===== src/rtl/phc_pkg.sv =====
package phc_pkg;
  localparam int REG_AW = 5;
  localparam int TRACK_DEPTH = 2;

  typedef struct packed {
    logic              wr;
    logic              ld;
    logic [REG_AW-1:0] rd;
  } dst_t;

  typedef enum logic [1:0] {
    SEL_RF    = 2'b00,
    SEL_MEMWB = 2'b01,
    SEL_EXMEM = 2'b10
  } byp_t;
endpackage


===== src/rtl/hz_track.sv =====
module hz_track
  import phc_pkg::*;
#(
  parameter int DEPTH = TRACK_DEPTH
) (
  input  logic              clk,
  input  logic              rst,
  input  logic              stall,
  input  logic              id_valid,
  input  logic              id_wr,
  input  logic              id_ld,
  input  logic [REG_AW-1:0] id_rd,
  output dst_t              ex_o,
  output dst_t              mem_o
);
  dst_t stage_q [DEPTH];
  dst_t entry_in;

  always_comb begin
    entry_in = '0;
    if (id_valid && !stall && id_wr) begin
      entry_in.wr = 1'b1;
      entry_in.ld = id_ld;
      entry_in.rd = id_rd;
    end
  end

  generate
    for (genvar s = 0; s < DEPTH; s++) begin : g_stage
      always_ff @(posedge clk) begin
        if (rst) stage_q[s] <= '0;
        else if (s == 0) stage_q[s] <= entry_in;
        else stage_q[s] <= stage_q[s-1];
      end
    end
  endgenerate

  assign ex_o  = stage_q[0];
  assign mem_o = stage_q[1];


  bubble_nowrite_chk: assert property (@(posedge clk) disable iff (rst)
    stall |=> !ex_o.wr);
endmodule


===== src/rtl/hz_cmp.sv =====
module hz_cmp
  import phc_pkg::*;
(
  input  logic              fwd_en,
  input  logic              use_i,
  input  logic [REG_AW-1:0] rs_i,
  input  dst_t              ex_i,
  input  dst_t              mem_i,
  output logic              stall_o,
  output byp_t              sel_o
);
  logic live, hit_ex, hit_mem;

  assign live    = use_i && (rs_i != '0);
  assign hit_ex  = live && ex_i.wr  && (ex_i.rd  == rs_i);
  assign hit_mem = live && mem_i.wr && (mem_i.rd == rs_i);

  always_comb begin
    if (fwd_en) stall_o = hit_ex && ex_i.ld;
    else        stall_o = hit_ex || hit_mem;

    if (!fwd_en)      sel_o = SEL_RF;
    else if (hit_ex)  sel_o = SEL_EXMEM;
    else if (hit_mem) sel_o = SEL_MEMWB;
    else              sel_o = SEL_RF;
  end
endmodule


===== src/rtl/pipe_hazard_ctl.sv =====
module pipe_hazard_ctl
  import phc_pkg::*;
#(
  parameter int N_OPS = 2
) (
  input  logic              clk,
  input  logic              rst,
  input  logic              fwd_en,
  input  logic              id_valid,
  input  logic [REG_AW-1:0] id_rs1,
  input  logic              id_use1,
  input  logic [REG_AW-1:0] id_rs2,
  input  logic              id_use2,
  input  logic [REG_AW-1:0] id_rd,
  input  logic              id_wr,
  input  logic              id_load,
  output logic              stall,
  output logic [1:0]        sel_a,
  output logic [1:0]        sel_b
);
  dst_t ex_e, mem_e;
  logic [REG_AW-1:0] rs_v  [N_OPS];
  logic              use_v [N_OPS];
  logic [N_OPS-1:0]  op_stall;
  byp_t              sel_c [N_OPS];
  byp_t              sel_q [N_OPS];

  assign rs_v[0]  = id_rs1;
  assign rs_v[1]  = id_rs2;
  assign use_v[0] = id_use1 && id_valid;
  assign use_v[1] = id_use2 && id_valid;

  hz_track u_track (
    .clk(clk), .rst(rst), .stall(stall), .id_valid(id_valid),
    .id_wr(id_wr), .id_ld(id_load), .id_rd(id_rd),
    .ex_o(ex_e), .mem_o(mem_e)
  );

  generate
    for (genvar i = 0; i < N_OPS; i++) begin : g_op
      hz_cmp u_cmp (
        .fwd_en(fwd_en), .use_i(use_v[i]), .rs_i(rs_v[i]),
        .ex_i(ex_e), .mem_i(mem_e),
        .stall_o(op_stall[i]), .sel_o(sel_c[i])
      );
      always_ff @(posedge clk) begin
        if (rst || stall) sel_q[i] <= SEL_RF;
        else              sel_q[i] <= sel_c[i];
      end
    end
  endgenerate

  assign stall = |op_stall;
  assign sel_a = sel_q[0];
  assign sel_b = sel_q[1];


  interlock_nosel_chk: assert property (@(posedge clk) disable iff (rst)
    !fwd_en |-> (sel_a == 2'b00 && sel_b == 2'b00));

  load_single_bubble_chk: assert property (@(posedge clk) disable iff (rst)
    (fwd_en && stall) |=> !stall);

  invalid_nostall_chk: assert property (@(posedge clk) disable iff (rst)
    !id_valid |-> !stall);

  sel_code_chk: assert property (@(posedge clk) disable iff (rst)
    sel_a != 2'b11 && sel_b != 2'b11);

  stall_selclr_chk: assert property (@(posedge clk) disable iff (rst)
    stall |=> (sel_a == 2'b00 && sel_b == 2'b00));
endmodule


===== config.mk =====
export PLATFORM = sky130hd
export DESIGN_NAME = pipe_hazard_ctl
export DESIGN_NICKNAME = d
export VERILOG_FILES = /design/src/rtl/phc_pkg.sv /design/src/rtl/hz_track.sv /design/src/rtl/hz_cmp.sv /design/src/rtl/pipe_hazard_ctl.sv
export SDC_FILE = /design/constraint.sdc
export NUM_CORES = 1
export LEC_CHECK = 0
export CORE_UTILIZATION = 25
export CTS_CLUSTER_DIAMETER = 200
export DETAILED_ROUTE_END_ITERATION = 6
export GPL_ROUTABILITY_DRIVEN = 0
export HOLD_SLACK_MARGIN = 0.06
export PLACE_DENSITY = 0.59
export SYNTH_ARGS = -nofsm -noshare
export SYNTH_HDL_FRONTEND = slang
export SYNTH_SLANG_ARGS = --single-unit

===== constraint.sdc =====
create_clock -name clk -period 2.37 [get_ports clk]
set_clock_uncertainty 0.05 [all_clocks]
set_input_delay 0.474 -clock clk [delete_from_list [all_inputs] [get_ports clk]]
set_output_delay 0.474 -clock clk [all_outputs]
set_load 0.05 [all_outputs]

Word level (Yosys, flattened, before mapping)
Memory sizes are Yosys's and may differ from the RTL's.
Index checks and enable logic that the tools add are counted.

word-level totals
  bits of input ports = 23
  bits in registers = 0
  logic and storage cells = 52
  output and inout bits = 5
  memories = 2
  memory bits (writable) = 18

memory list
  memory           words  bits a word  read ports  clocked after Yosys merged registers in  wr ports  RTL line               text
  u_track.stage_q  2      7            2           0                                        2         hz_track.sv:16         dst_t stage_q [DEPTH];
  sel_q            2      2            2           0                                        2         pipe_hazard_ctl.sv:26  byp_t sel_q [N_OPS];

operators by class
  muxes and demuxes = 19
  eq/ne operators = 4
  bitwise logic cells = 4
  reduce and logical (&&, ||, !) cells = 23

operators with widths
  cell               number
  $mux 7             3
  $eq 5x5->1         4
  $logic_and 1x1->1  16
  $mux 2             6
  $mux 1             10
  $reduce_bool 5->1  2
  $or 1x1->1         4
  $logic_or 1x1->1   3
  $reduce_or 2->1    1
  $logic_not 1->1    1

Depth between registers and ports, before layout
Gate-level depths: netlist of run 1.

  word-level depth = 12
  gate-level depth with buffers = 5
  depth with buffers taken out = 5

Cells and area by module
From an unflattened synthesis of run 1, not the netlist that was laid out.

unflattened totals
  cells, all modules = 89
  area total of the unflattened synthesis = 905.9 µm²

modules (own cells, without submodules)
  module           instances  area an instance (µm²)  cells an instance  seq. area each (µm²)
  hz_track         1          404.1                   28                 280.3
  hz_cmp           2          183.9                   25                 0.0
  pipe_hazard_ctl  1          133.9                   11                 80.1

Worst setup path before layout of run 1
No wires, ideal clock.

  kind = in2out
  start = input port id_rs1[2]
  end = output port stall
  path buffers = 0
  required time = 1.846 ns
  stages = 5
  data arrival time = 1.812 ns
  slack = 0.034 ns
  cells stage by stage = xnor2_1 nand4_1 or3_4 a21oi_2 o21a_1

between the ends
  longest elaborated chain between the ends = 7
  elaborated cells between the ends (all ways) = 12
  those cells by class = eq/ne: 2; mux: 1; reduce/logical: 9

RTL lines
  what                                                          RTL line                    text
  from (decl)                                                   pipe_hazard_ctl.sv:10       input logic [REG_AW-1:0] id_rs1,
  $reduce_bool 5->1                                             hz_cmp.sv:14                assign live = use_i && (rs_i != '0);
  $logic_and 1x1->1                                             hz_cmp.sv:14
  $logic_and 1x1->1, on equally long branches (2 in a row)      hz_cmp.sv:15, hz_cmp.sv:16
  $logic_or 1x1->1 / $logic_and 1x1->1 (equally long branches)  hz_cmp.sv:20, hz_cmp.sv:19
  $mux 1 (*)                                                    hz_cmp.sv:19                if (fwd_en) stall_o = hit_ex && ex_i.ld;
  $reduce_or 2->1 (*)                                           pipe_hazard_ctl.sv:53       assign stall = |op_stall;
  to (decl)                                                     pipe_hazard_ctl.sv:17       output logic stall,

Mark *: on every way between the ends. The rest lies on a longest branch, timed or not.

==> impl_metrics.tcl, run 1 <==
set metrics [dict create \
    nNetsFinal 160 \
    cts_root_buf "clkbuf_4" \
    r2r_setup_slack_ns 0.53 \
    htreeDepth 1 \
    max_cap_violations 0 \
    path_buf_inv 1 \
    synth_seq_area_share 0.383 \
    vias_per_cell 4.35 \
    synth_most_common_cell "xnor2_1" \
    cts_tree "built" \
    initial_core_util 0.264 \
    yosysTopAreaCellShare 0.383 \
    drive_above_1_share 0.390 \
    clock_power_share 0.278 \
    setup_viol 1 \
    cp.required_ns 1.85 \
    core_um2 3360 \
    status "complete, but fails checks" \
    layout_setup_ws_ns -0.0720 \
    end_kind "output port" \
    antenna_cells 0 \
    maxSlewViolCount 0 \
    start_kind "flip-flop" \
    critical_path_arrival_ns 1.92 \
    async_flop_share 0 \
    grt_start_max_net_pins 15 \
    grt_pass1_vias 746 \
    holdBufCountCts 0 \
    p_int_mw 0.419 \
    p_switching_mw 0.145 \
    synth_commonest_cells "xnor2_1 (18), dfxtp_1 (17), nand2_1 (8), nand3_1 (8), o22ai_1 (7)" \
    row_count 21 \
    drc 0 \
    area_delta_synth_final_pct 54.6 \
    antenna_found_initial 0 \
    io_pins 28 \
    dp_hpwl_um 1720 \
    clk_pin_slew_worst_paths_ns 0.10 \
    tightest_slew_ns 0.492 \
    power_frac_comb 0.187 \
    io_buffers 27 \
    irDropWorstVdd_uv 256 \
    synth.distinct_cells 24 \
    crit_fanout 2 \
    firstDrtPassIters 3 \
    vias 792 \
    postSynthAreaPerCell_um2 9.35 \
    hold_class "reg -> reg" \
    crit_type "reg -> out" \
    cts_made_buffers 3 \
    synth-seq-cells 17 \
    yosys-top-cells-area "dfxtp_1 (38%), xnor2_1 (18%), o22ai_1 (4.9%), nand3_1 (4.5%), nor2b_1 (4.2%)" \
    fin_crit_sh 1.03 \
    leakage_nw 0.497 \
    grt_first_pass_wirelength_um 3400 \
    drtIter0Drc 12 \
    clk_latency_ns 0.29 \
    synth_nets 118 \
    grt_usage 0.124 \
    power_frac_seq 0.535 \
    setup_tns_ns -0.0720 \
    synth_flop_cell "dfxtp_1" \
    fin_total_pwr_mw 0.564 \
    fmax_ghz 0.409 \
    wl_per_cell_um 11.5 \
    critical-path-max-stage-delay_ns 0.58 \
    hold_viol_final 0 \
    dieWidth_um 61.6 \
    die_h_um 61.6 \
    gr-total-overflow 0 \
    crit_chain "xnor2_1 -> nand4_1 -> or4_4 -> nand4_4 -> o21a_1 -> buf_12" \
    path_delay_family "simple AND/OR/NAND/NOR gates" \
    violations "setup timing" \
    slowest_stage "or4_4" \
    cts.path.max_buffers 2 \
    ant_nets 0 \
    synth_area_um2 888 \
    max_slew_margin 0.671 \
    syn_inst 95 \
    p_sw_frac 0.257 \
    grt_setup_unrepaired "true" \
    yosysTopAreaCell "dfxtp_1" \
    power.density_nw_per_um2 411 \
    synth-edff-count 0 \
    cts.sinks 17 \
    wl_um 2100 \
    die_area_um2 3800 \
    ys.warnings.count 0 \
    finalCriticalPeriod_ns 2.44 \
]
==> final timing paths <==
check	startpoint	end	depth (start not counted)
worst max-delay path	u_track.stage_q[1][3]$_SDFF_PP0_	stall	6
worst min-delay path	u_track.stage_q[0][5]$_SDFF_PP0_	sel_q[1][1]$_SDFF_PP0_	1
worst max register to register	u_track.stage_q[1][3]$_SDFF_PP0_	sel_q[0][0]$_SDFF_PP0_	6
worst min register to register	u_track.stage_q[0][5]$_SDFF_PP0_	sel_q[1][1]$_SDFF_PP0_	1
==> cells in the final DEF, fill, tap and decap left out <==
cell,Yosys,final
o21a_1,1,1
dfxtp_1,17,9
o22ai_1,7,7
clkbuf_4,0,3
nor2b_1,6,6
buf_6,0,2
inv_1,3,3
dlygate4sd2_1,0,3
nor2_1,2,2
buf_2,0,7
and3b_1,1,1
buf_12,0,1
or3_4,2,2
clkinv_2,0,1
o21ai_2,1,2
nand2b_1,1,1
nor4b_2,2,2
nand4_1,4,4
clkdlybuf4s15_2,0,1
dfxtp_2,0,7
nand2_1,8,8
nand3_1,8,8
xnor2_2,0,5
dfxtp_4,0,1
a21oi_4,0,1
xnor2_1,18,13
nand4_4,1,1
nor3_1,2,2
buf_4,0,13
or4_4,2,4
clkdlybuf4s50_1,0,13
xor2_1,2,2
==> worst register-to-register path, delay by kind of cell, from the launching register on <==
kind | cells | cell delay [ns]
and+or+nand+nor | 3 | 0.95
xor gates and xnor gates | 1 | 0.14
buffers and inverters | 2 | 0.27
DFF | 1 | 0.35
==> kinds of logic (layout without fill, tap and decap cells) <==
logic type | after synthesis | after routing | synth area share
flip-flops | 17 | 17 | 0.383
AO/OA/AOI/OAI | 11 | 11 | 0.0831
AND/OR/NAND/NOR | 41 | 41 | 0.311
buffers and inverters | 6 | 47 | 0.0254
XOR/XNOR | 20 | 20 | 0.197
==> state kept, by name, indices dropped and copies added, names as in the netlist <==
register	cells
u_track.stage_q	13
sel_q	4
==> through the flow <==
| stage | cell area, um2 | std cells | util | hold WS (ns) | setup slack (ns) |
|---|---|---|---|---|---|
| 6_report | 1370 | 182 | 0.408 | 0.406 | -0.0720 |
| 5_1_grt | 1370 | 182 | 0.408 | 0.446 | -0.127 |
| 4_1_cts | 1320 | 181 | 0.393 | 0.405 | -0.0625 |
| 3_5_place_dp | 1310 | 177 | 0.388 | 0.388 | -0.453 |
| 3_3_place_gp | 1310 | 177 | 0.388 | 0.392 | -0.449 |
| 2_1_floorplan | 888 | 95 | - | 0.374 | 0.0336 |
==> power by group through the flow <==
stage | sequential (mW) | clock, mW | combinational (mW)
2_1_floorplan | 0.306 | 0 | 0.0434
3_3_place_gp | 0.308 | 0 | 0.103
3_5_place_dp | 0.308 | 0 | 0.105
4_1_cts | 0.302 | 0.158 | 0.102
5_1_grt | 0.303 | 0.174 | 0.115
6_report | 0.302 | 0.157 | 0.106
==> final cells by class <==
class	instances	area, um2
fillers	363	1990
multi-input cells	72	582
flip-flops and latches	17	353
repair buffers	40	343
well taps	46	57.6
clock buffers	3	22.5
inverters	3	11.3
clock inverters	1	5.00
==> what timing repair did <==
item	4_1_cts	5_1_grt
setup endpoints to repair	1	1
buffers inserted	0	1
pin swaps	18	8
gates resized for setup	54	10
==> routing by layer <==
metal	vias to the layer above	global-route usage	wire, um
met4	0	0.0190	6
met3	2	0.0336	83
li1	415	-	-
met5	-	0	0
met1	354	0.169	961
met2	21	0.201	1050
No activity file was read; power rests on OpenSTA's default activity.
==> inputs of run 2 (changes only) <==
--- a/config.mk
+++ b/config.mk
@@ -11,6 +11,7 @@
 export GPL_ROUTABILITY_DRIVEN = 0
 export HOLD_SLACK_MARGIN = 0.06
 export PLACE_DENSITY = 0.59
+export SKIP_CTS_REPAIR_TIMING = 1
 export SYNTH_ARGS = -nofsm -noshare
 export SYNTH_HDL_FRONTEND = slang
 export SYNTH_SLANG_ARGS = --single-unit
==> run 2 against run 1 <==
The run still ends with setup timing left. Wire length is 4.1% higher. Critical path type is now in -> out. Total power is 1.4% higher. Non-clock buffer count is 1 higher. Critical endpoint unchanged. Worst setup slack worse by 0.0061 ns. Cell count is 0.55% higher. Critical path depth is 1 higher. Global-route usage is 0.39 points lower. Largest power group unchanged. Register-to-register slack better by 0.04 ns.
==> impl_metrics.tcl, run 2 (synthesis gave the netlist of run 1 again) <==
set metrics [dict create \
    status "complete, but fails checks" \
    violations "setup timing" \
    fin_crit_sh 1.03 \
    grt_usage 0.121 \
    hp-start "u_track.stage_q[0][5]$_SDFF_PP0_" \
    max_slew_margin 0.671 \
    firstDrtPassIters 4 \
    initial_core_util 0.264 \
    max_cap_violations 0 \
    wl_met2_um 1110 \
    end_kind "output port" \
    gr-total-overflow 0 \
    io_pins 28 \
    wl_um 2190 \
    nNetsFinal 161 \
    vias_per_cell 4.54 \
    layout_setup_ws_ns -0.0782 \
    drtIter0Drc 19 \
    hold_class "reg -> reg" \
    cts_tree "built" \
    hold_viol_final 0 \
    wirelength_met1_um 913 \
    grt_first_pass_wirelength_um 3310 \
    regMostFlops "u_track.stage_q" \
    die_h_um 61.6 \
    finalCriticalPeriod_ns 2.45 \
    irDropWorstVdd_uv 262 \
    r2r_setup_slack_ns 0.57 \
    drc 0 \
    met3_length_um 153 \
    r2r_start "u_track.stage_q[1][4]$_SDFF_PP0_" \
    reg.largest.list "u_track.stage_q (13), sel_q (4)" \
    crit_type "in -> out" \
    crit_chain "buf_2 -> or4_4 -> o21ai_2 -> or3_4 -> a21oi_4 -> o21a_1 -> buf_12" \
    area_delta_synth_final_pct 58.9 \
    wl_per_cell_um 12.0 \
    ant_nets 0 \
    r2r-end "sel_q[0][0]$_SDFF_PP0_" \
    cts.sinks 17 \
    row_count 21 \
    leakage_nw 0.548 \
    core_um2 3360 \
    htreeDepth 1 \
    antenna_cells 0 \
    cts_made_buffers 3 \
    critical_path_arrival_ns 1.92 \
    r2r_cells 6 \
    grt_start_max_net_pins 15 \
    setup_viol 1 \
    slowest_stage "or4_4" \
    cp.required_ns 1.85 \
    highest_layer "met4" \
    maxSlewViolCount 0 \
    antenna_found_initial 0 \
    vias 830 \
    io_buffers 27 \
    fmax_ghz 0.408 \
    dieWidth_um 61.6 \
    clk_latency_ns 0.29 \
    clk_pin_slew_worst_paths_ns 0.11 \
    grt_setup_unrepaired "true" \
    drive_above_1_share 0.401 \
    utilization 0.420 \
    largest_register_ffs 13 \
    power.density_nw_per_um2 406 \
    final_common_cell "buf_4" \
    final_cell_mix "buf_4 (15), clkdlybuf4s50_1 (14), xnor2_1 (10)" \
    start_kind "input pin" \
    cts_root_buf "clkbuf_4" \
    final_cell_area_um2 1410 \
    worstHoldPathCells 1 \
    dp_hpwl_um 1720 \
    tightest_slew_ns 0.492 \
    die_area_um2 3800 \
    cts.path.max_buffers 2 \
    critical-path-max-stage-delay_ns 0.52 \
    grt_pass1_vias 753 \
    crit_fanout 3 \
    dpl_cell_area_um2 1310 \
    whs_endpoint "sel_q[1][1]$_SDFF_PP0_" \
]
[run 2: cell types whose count changed in the layout (fill, tap and decap cells not counted), sizes merged]
cell	delta
buf	-6
clkbuf	+6
dlymetal6s2s	+4
dlygate4sd2	-3
clkdlybuf4s15	-1
clkdlybuf4s50	+1
[run 2: through the flow]
stage,cells,setup WS [ns],TNS [ns],hold slack (ns),total power [mW]
after floorplan,95,0.0336,0,0.374,0.349
after global placement,177,-0.449,-0.670,0.392,0.412
after detailed placement,177,-0.453,-0.625,0.388,0.413
after CTS,181,-0.471,-0.471,0.405,0.566
after global routing,183,-0.181,-0.181,0.446,0.598
final,183,-0.0782,-0.0782,0.404,0.572
[run 2: report_power, final]
group          switching (mW)  internal, mW  leakage [nW]
Sequential            0.00913         0.294         0.142
Combinational          0.0448        0.0656         0.388
Clock                  0.0964        0.0628        0.0177
[run 2: critical path: cells and delay by family]
kind	cells	cell delay [ns]
simple gates	2	0.70
compound gates	3	0.45
buf+inv	2	0.30
[run 2: how the worst max path moves through the flow]
stage                                                start    end  slack [ns]  cells past startpoint
after global routing      u_track.stage_q[0][1]$_SDFF_PP0_  stall       -0.18                      6
after detailed placement                         id_rs2[4]  stall       -0.45                      7
after floorplan                                  id_rs1[2]  stall        0.03                      5
after CTS                                        id_rs2[4]  stall       -0.47                      7
final                                            id_rs2[0]  stall       -0.08                      7
after global placement                           id_rs2[4]  stall       -0.45                      7
[run 2: layer usage]
layer | vias up | global-route usage
met4 | 0 | 0.0317
met2 | 32 | 0.184
met5 | - | 0
li1 | 415 | -
met3 | 4 | 0.0357
met1 | 379 | 0.165
[run 2: layout make-up]
type                       instances  area (um2)
tap                               46        57.6
multi-input combinational         72         604
timing repair buffer              41         358
clock buffer                       3        22.5
inverter                           3        11.3
sequential                        17         353
clock inverter                     1        5.00
fill                             360        1950
